<file path="config.mk">
export PLATFORM = sky130hd
export DESIGN_NAME = stoq_arbiter
export DESIGN_NICKNAME = d
export VERILOG_FILES = /design/src/rtl/stoq_pkg.sv /design/src/rtl/stoq_fifo.sv /design/src/rtl/stoq_pick.sv /design/src/rtl/stoq_arbiter.sv
export SDC_FILE = /design/constraint.sdc
export NUM_CORES = 1
export LEC_CHECK = 0
export ABC_AREA = 1
export BUFFER_PORTS_ARGS = -buffer_cell sky130_fd_sc_hd__buf_2
export CAP_MARGIN = 20
export CELL_PAD_IN_SITES_DETAIL_PLACEMENT = 1
export CELL_PAD_IN_SITES_GLOBAL_PLACEMENT = 1
export CORE_ASPECT_RATIO = 1.25
export CORE_MARGIN = 1.5
export CORE_UTILIZATION = 50
export DETAILED_ROUTE_END_ITERATION = 6
export PLACE_DENSITY_LB_ADDON = 0.1
export SYNTH_ARGS = -nofsm -noshare
export SYNTH_HDL_FRONTEND = slang
export SYNTH_HIERARCHICAL = 1
export SYNTH_SLANG_ARGS = --single-unit
</file>
<file path="constraint.sdc">
create_clock -name clk -period 4.65 [get_ports clk]
set_input_delay 0.465 -clock clk [delete_from_list [all_inputs] [get_ports clk]]
set_output_delay 0.465 -clock clk [all_outputs]
set_load 0.02 [all_outputs]
</file>
<file path="src/rtl/stoq_pkg.sv">
package stoq_pkg;

  localparam int NCLS = 3;

  localparam logic [1:0] CL_PST = 2'd0;
  localparam logic [1:0] CL_REQ = 2'd1;
  localparam logic [1:0] CL_CMP = 2'd2;

  localparam logic [2:0] K_PMW = 3'd0;
  localparam logic [2:0] K_SRR = 3'd1;
  localparam logic [2:0] K_SWR = 3'd2;
  localparam logic [2:0] K_SRC = 3'd3;
  localparam logic [2:0] K_SWC = 3'd4;

  function automatic logic kind_ok(input logic [2:0] k);
    return k <= K_SWC;
  endfunction

  function automatic logic [1:0] kind_cls(input logic [2:0] k);
    logic [1:0] c;
    case (k)
      K_PMW:        c = CL_PST;
      K_SRR, K_SWR: c = CL_REQ;
      default:      c = CL_CMP;
    endcase
    return c;
  endfunction

  function automatic logic [NCLS-1:0] cls_mask(input logic [2:0] k);
    return 3'b001 << kind_cls(k);
  endfunction

  // May a newer head of kind nk (RO flag nro) overtake an older entry of class oc
  // whose class is stalled? Optional pairs answer 0 to keep arrival order.
  function automatic logic may_bypass(input logic [2:0] nk, input logic nro,
                                      input logic [1:0] oc);
    logic r;
    case (oc)
      CL_PST:  r = (nk == K_SRC) && nro;
      CL_REQ:  r = (nk == K_PMW) || (nk == K_SRC);
      default: r = (nk == K_PMW);
    endcase
    return r;
  endfunction

endpackage

</file>
<file path="src/rtl/stoq_fifo.sv">
module stoq_fifo #(
  parameter int W     = 16,
  parameter int DEPTH = 8
) (
  input  logic         clk,
  input  logic         rst,
  input  logic         push,
  input  logic [W-1:0] wdata,
  input  logic         pop,
  output logic [W-1:0] rdata,
  output logic         empty,
  output logic         full
);

  localparam int AW = (DEPTH > 1) ? $clog2(DEPTH) : 1;
  localparam logic [AW:0]   CAP  = (AW+1)'(DEPTH);
  localparam logic [AW-1:0] LAST = AW'(DEPTH - 1);

  logic [W-1:0]  mem [DEPTH];
  logic [AW-1:0] wp, rp;
  logic [AW:0]   cnt;

  always_ff @(posedge clk) begin
    if (push) mem[wp] <= wdata;
  end

  always_ff @(posedge clk) begin
    if (rst) begin
      wp  <= '0;
      rp  <= '0;
      cnt <= '0;
    end else begin
      if (push) wp <= (wp == LAST) ? '0 : wp + 1'b1;
      if (pop)  rp <= (rp == LAST) ? '0 : rp + 1'b1;
      case ({push, pop})
        2'b10:   cnt <= cnt + 1'b1;
        2'b01:   cnt <= cnt - 1'b1;
        default: cnt <= cnt;
      endcase
    end
  end

  assign rdata = mem[rp];
  assign empty = (cnt == '0);
  assign full  = (cnt == CAP);

  AST_NO_OVERFLOW: assert property (@(posedge clk) disable iff (rst) push |-> !full);
  AST_NO_UNDERFLOW: assert property (@(posedge clk) disable iff (rst) pop |-> !empty);

endmodule

</file>
<file path="src/rtl/stoq_pick.sv">
module stoq_pick
  import stoq_pkg::*;
#(
  parameter int SEQW = 7
) (
  input  logic                       clk,
  input  logic                       rst,
  input  logic [NCLS-1:0]            have,
  input  logic [NCLS-1:0]            rdy,
  input  logic [NCLS-1:0]            ro,
  input  logic [NCLS-1:0][2:0]       kind,
  input  logic [NCLS-1:0][SEQW-1:0]  seq,
  output logic [NCLS-1:0]            grant
);

  // a is older than b when a - b wraps negative; live span is below half the range
  function automatic logic older(input logic [SEQW-1:0] a, input logic [SEQW-1:0] b);
    logic [SEQW-1:0] d;
    d = a - b;
    return d[SEQW-1];
  endfunction

  logic [NCLS-1:0] elig;

  always_comb begin
    for (int c = 0; c < NCLS; c++) begin
      elig[c] = have[c] && rdy[c];
      for (int o = 0; o < NCLS; o++) begin
        if (o != c && have[o] && older(seq[o], seq[c]) &&
            !(may_bypass(kind[c], ro[c], 2'(o)) && !rdy[o]))
          elig[c] = 1'b0;
      end
    end
  end

  always_comb begin
    for (int c = 0; c < NCLS; c++) begin
      grant[c] = elig[c];
      for (int o = 0; o < NCLS; o++) begin
        if (o != c && elig[o] && older(seq[o], seq[c])) grant[c] = 1'b0;
      end
    end
  end

  AST_ONE_GRANT: assert property (@(posedge clk) disable iff (rst) $onehot0(grant));
  AST_REQ_BEHIND_PMW: assert property (@(posedge clk) disable iff (rst)
    (grant[CL_REQ] && have[CL_PST]) |-> !older(seq[CL_PST], seq[CL_REQ]));
  AST_CMP_OVER_PMW: assert property (@(posedge clk) disable iff (rst)
    (grant[CL_CMP] && have[CL_PST] && older(seq[CL_PST], seq[CL_CMP]))
      |-> (kind[CL_CMP] == K_SRC && ro[CL_CMP] && !rdy[CL_PST]));

endmodule

</file>
<file path="src/rtl/stoq_arbiter.sv">
module stoq_arbiter
  import stoq_pkg::*;
#(
  parameter int TAGW  = 8,
  parameter int DEPTH = 8
) (
  input  logic            clk,
  input  logic            rst,
  input  logic            in_valid,
  input  logic [2:0]      in_kind,
  input  logic            in_ro,
  input  logic [TAGW-1:0] in_tag,
  output logic [2:0]      q_full,
  input  logic [2:0]      out_rdy,
  output logic            out_valid,
  output logic [2:0]      out_kind,
  output logic            out_ro,
  output logic [TAGW-1:0] out_tag
);

  localparam int SEQW = $clog2(NCLS * DEPTH) + 2;
  localparam int PW   = 3 + 1 + TAGW;
  localparam int EW   = PW + SEQW;

  logic [1:0]                in_cls;
  logic                      accept;
  logic [SEQW-1:0]           seq_ctr;
  logic [NCLS-1:0]           q_empty, q_have, grant;
  logic [NCLS-1:0][EW-1:0]   head;
  logic [NCLS-1:0][2:0]      h_kind;
  logic [NCLS-1:0]           h_ro;
  logic [NCLS-1:0][SEQW-1:0] h_seq;
  logic [PW-1:0]             sel;

  assign in_cls = kind_cls(in_kind);
  assign accept = in_valid && kind_ok(in_kind) && !q_full[in_cls];

  always_ff @(posedge clk) begin
    if (rst)         seq_ctr <= '0;
    else if (accept) seq_ctr <= seq_ctr + 1'b1;
  end

  for (genvar c = 0; c < NCLS; c++) begin : g_cls
    stoq_fifo #(.W(EW), .DEPTH(DEPTH)) i_q (
      .clk   (clk),
      .rst   (rst),
      .push  (accept && (in_cls == 2'(c))),
      .wdata ({in_kind, in_ro, in_tag, seq_ctr}),
      .pop   (grant[c]),
      .rdata (head[c]),
      .empty (q_empty[c]),
      .full  (q_full[c])
    );
    assign q_have[c] = !q_empty[c];
    assign h_kind[c] = head[c][EW-1 -: 3];
    assign h_ro[c]   = head[c][EW-4];
    assign h_seq[c]  = head[c][SEQW-1:0];
  end

  stoq_pick #(.SEQW(SEQW)) i_pick (
    .clk   (clk),
    .rst   (rst),
    .have  (q_have),
    .rdy   (out_rdy),
    .ro    (h_ro),
    .kind  (h_kind),
    .seq   (h_seq),
    .grant (grant)
  );

  always_comb begin
    sel = '0;
    for (int c = 0; c < NCLS; c++) begin
      if (grant[c]) sel = head[c][EW-1:SEQW];
    end
  end

  always_ff @(posedge clk) begin
    if (rst) begin
      out_valid <= 1'b0;
      out_kind  <= '0;
      out_ro    <= 1'b0;
      out_tag   <= '0;
    end else begin
      out_valid <= |grant;
      if (|grant) {out_kind, out_ro, out_tag} <= sel;
    end
  end

  AST_ISSUE_READY: assert property (@(posedge clk) disable iff (rst)
    out_valid |-> (($past(out_rdy) & cls_mask(out_kind)) != 3'b000));
  AST_ISSUE_KNOWN_KIND: assert property (@(posedge clk) disable iff (rst)
    out_valid |-> kind_ok(out_kind));
  AST_RESET_IDLE: assert property (@(posedge clk) disable iff (rst)
    $past(rst) |-> (!out_valid && q_full == 3'b000));

endmodule

</file>
==> impl_metrics.yaml <==
clock_tree:
  cts_htree_levels: 2
  cts_made_buffers: 50
  cts_buffer_depth: 3
  root_buffer: "clkbuf_16"
  clock_sinks: 515
  clk_pin_slew_ns: 0.07
  cts_tree: "done"
  clk_latency_ns: 0.60
synthesis:
  syn_avg_cell_area_um2: 11.5
  synth_nets: 1991
  seq_area_frac_synth: 0.672
  synth_cell_types: 40
  syn_area_um2: 22100
  yosysWarnings: 6
  synth_ff_type: "edfxtp_1"
  netlist_instances: 1921
  synth-seq-cells: 515
  synth_area_leader_cell: "edfxtp_1"
  synth_edf_count: 456
  synthArstFlopShare: 0
  ys_top_cells_by_count: "edfxtp_1 (456), nand2_1 (330), nor2_1 (266)"
  post-synth-top-count-cell: "edfxtp_1"
  yosys-top-cells-area: "edfxtp_1 (62%), nand2_1 (5.6%), dfxtp_1 (5.3%)"
  yosys.area.top_type_share: 0.619
critical_path:
  cp_data_arrival_time_ns: 4.80
  crit_buf_inv: 5
  rrSetupSlack_ns: 0.33
  worstPathMaxFanout: 45
  crit_required_ns: 5.13
  critPathCaptureType: "flip-flop"
  cp_top_family: "simple AND/OR/NAND/NOR gates"
  cp_slowest_cell: "buf_4"
  cpMostUsedCell: "nand2_1"
  cp-start-kind: "flip-flop"
  max_stage_delay_ns: 0.46
  criticalPathCategory: "reg2reg"
routing:
  drc: 0
  wl_per_cell_um: 23.6
  viasPerCell: 5.72
  via_count: 14900
  wl_um: 61300
  drt_iter0_drc: 896
  ant_nets: 0
  dr.pass1.iters: 5
sta:
  hold_viol: 0
  rsz0062_at_grt: "no"
  tightest_slew_ns: 0.699
  fin_crit_ns: 4.32
  max-slew-margin-rel: 0.534
  finalMaxSlewViolations: 0
  final.setup.worst_slack_ns: 0.333
  finalSetupTns_ns: 0
  finalSetupViolations: 0
  post-route-period-util: 0.928
  fin_skew_ns: 0.0279
  max_clock_freq_mhz: 232
worst_hold_path:
  hp-class: "in2reg"
floorplanning:
  fp.dieW_um: 191
  core_area_um2: 43900
  dieArea_um2: 45500
  die_h_um: 238
  io_pins: 34
  initial_core_util: 0.504
  rows: 86
finish:
  final_cell_count_no_fill: 2598
  multiInputGateArea_um2: 6240
  drive_gt1_frac: 0.118
  layout.nets: 2056
  area_delta_synth_final_pct: 11.0
  ff_latch_area_um2: 14900
  fin_area_um2: 24600
  nFillCells: 4593
global_route:
  gr-total-overflow: 0
  grt_pass1_wl_um: 91400
  grt_max_degree: 48
  first_global_vias: 15300
  antenna_found_initial: 4
  grt_use_total: 0.274
placed_design:
  io_buffers: 33
  place.gp.congestion: 0.876
  place_hpwl_um: 38600
  dp_slack_ns: 0.446
  post_dp_cell_area_um2: 22900
  dpl.cell_count: 2506
flow_run:
  maxCapViolations: 0
power_and_ir_drop:
  power_density_nw_per_um2: 562
  leakage_nw: 9.00
  ir_worst_vdd_mv: 0.390
  p_total_mw: 13.8
run_status:
  status: "completed"
## through the flow
stage          hold WS [ns]  utilization
2_1_floorplan         0.454            -
3_3_place_gp          0.473        0.522
3_5_place_dp          0.479        0.522
4_1_cts               0.265        0.559
5_1_grt               0.335        0.559
6_report              0.304        0.559
## sequential cells by signal, summed over array words and instances, names as in the netlist, named ones only
name / cells
seq_ctr: 7
g_cls.i_q/mem: 456
out_tag: 8
out_kind: 3
out_ro: 1
out_valid: 1
g_cls.i_q/rp: 9
g_cls.i_q/wp: 9
g_cls.i_q/cnt: 12
## worst reg2reg max path, cell delays in order, from the launching register on
cell     delay [ns]
dfxtp_2        0.34
buf_4          0.46
nor2_1         0.13
nor2_1         0.18
o21ai_1        0.12
o21ai_1        0.10
nand2_1        0.06
nand2_1        0.21
inv_1          0.11
ha_1           0.34
nand2_1        0.09
nand2_1        0.05
a21oi_1        0.25
nand3_1        0.12
nand3_1        0.10
nand2_1        0.06
nor2_1         0.10
buf_4          0.23
ha_1           0.26
nand2_1        0.07
inv_1          0.08
nor2_1         0.06
ha_1           0.17
a21oi_1        0.15
xnor2_1        0.09
o21ai_0        0.22
inv_1          0.07
## cells in the final DEF (no fill, tap or decap), drive strengths merged
cell type  netlist  routed
edfxtp         456     456
nand2          333     333
nor2           287     287
o21ai          278     278
inv            115     115
buf             56      97
clkbuf          28      67
dfxtp           59      59
mux2i           57      57
o22ai           57      57
ha              52      52
a21oi           47      47
nand3           43      43
clkinv           4      23
a31oi           12      12
nor3            12      12
xnor2            7       7
nand4            5       5
bufinv           0       4
or2              4       4
xor2             3       3
a211oi           3       3
diode            0       1
nand3b           1       1
clkinvlp         0       1
o21bai           1       1
o31ai            1       1
## per-layer routing
layer	share of wire	global-route usage	wire length (µm)
met1	0.41	0.347	25200
met5	0	0	0
met3	0.049	0.0372	2980
met4	0.038	0.110	2310
met2	0.50	0.474	30800
## where the power goes
part           switching (mW)  total, mW  internal (mW)
combinational            3.05       4.40           1.35
sequential              0.141       5.34           5.20
clock                    1.72       4.06           2.34
## path summary, 6_finish.rpt
| path | to | cells after the start | from |
|---|---|---|---|
| worst max-delay path | g_cls[1].i_q/cnt[2] | 26 | flip-flop |
| worst min-delay path | seq_ctr[6] | 5 | in_valid |
| worst max register to register | g_cls[1].i_q/cnt[2] | 26 | flip-flop |
| worst min register to register | flip-flop | 2 | g_cls[2].i_q/rp[1] |
## cell families after synthesis
kind of cell               share of synthesized area
AOI/OAI and AO/OA                             0.0957
xor gates and xnor gates                     0.00396
adders and majority gates                     0.0294
DFF                                            0.672
buffers and inverters                         0.0482
muxes                                         0.0258
and+or+nand+nor                                0.124
## area by class of cell
cell class / instances / share of cell area
Antenna cell: 1 / 0.000102
Clock buffer: 67 / 0.0573
Sequential cell: 515 / 0.606
Inverter: 119 / 0.0182
Multi-Input combinational cell: 1203 / 0.254
Timing Repair Buffer: 97 / 0.0263
Tap cell: 572 / 0.0291
Clock inverter: 24 / 0.00897
## timing repair
item / 4_1_cts / 5_1_grt
gates resized for setup: 0 / 1
hold buffers: 0 / 0
buffers inserted: 0 / 0
setup endpoints to repair: 0 / 3
Power figures use the tool's default switching activity.
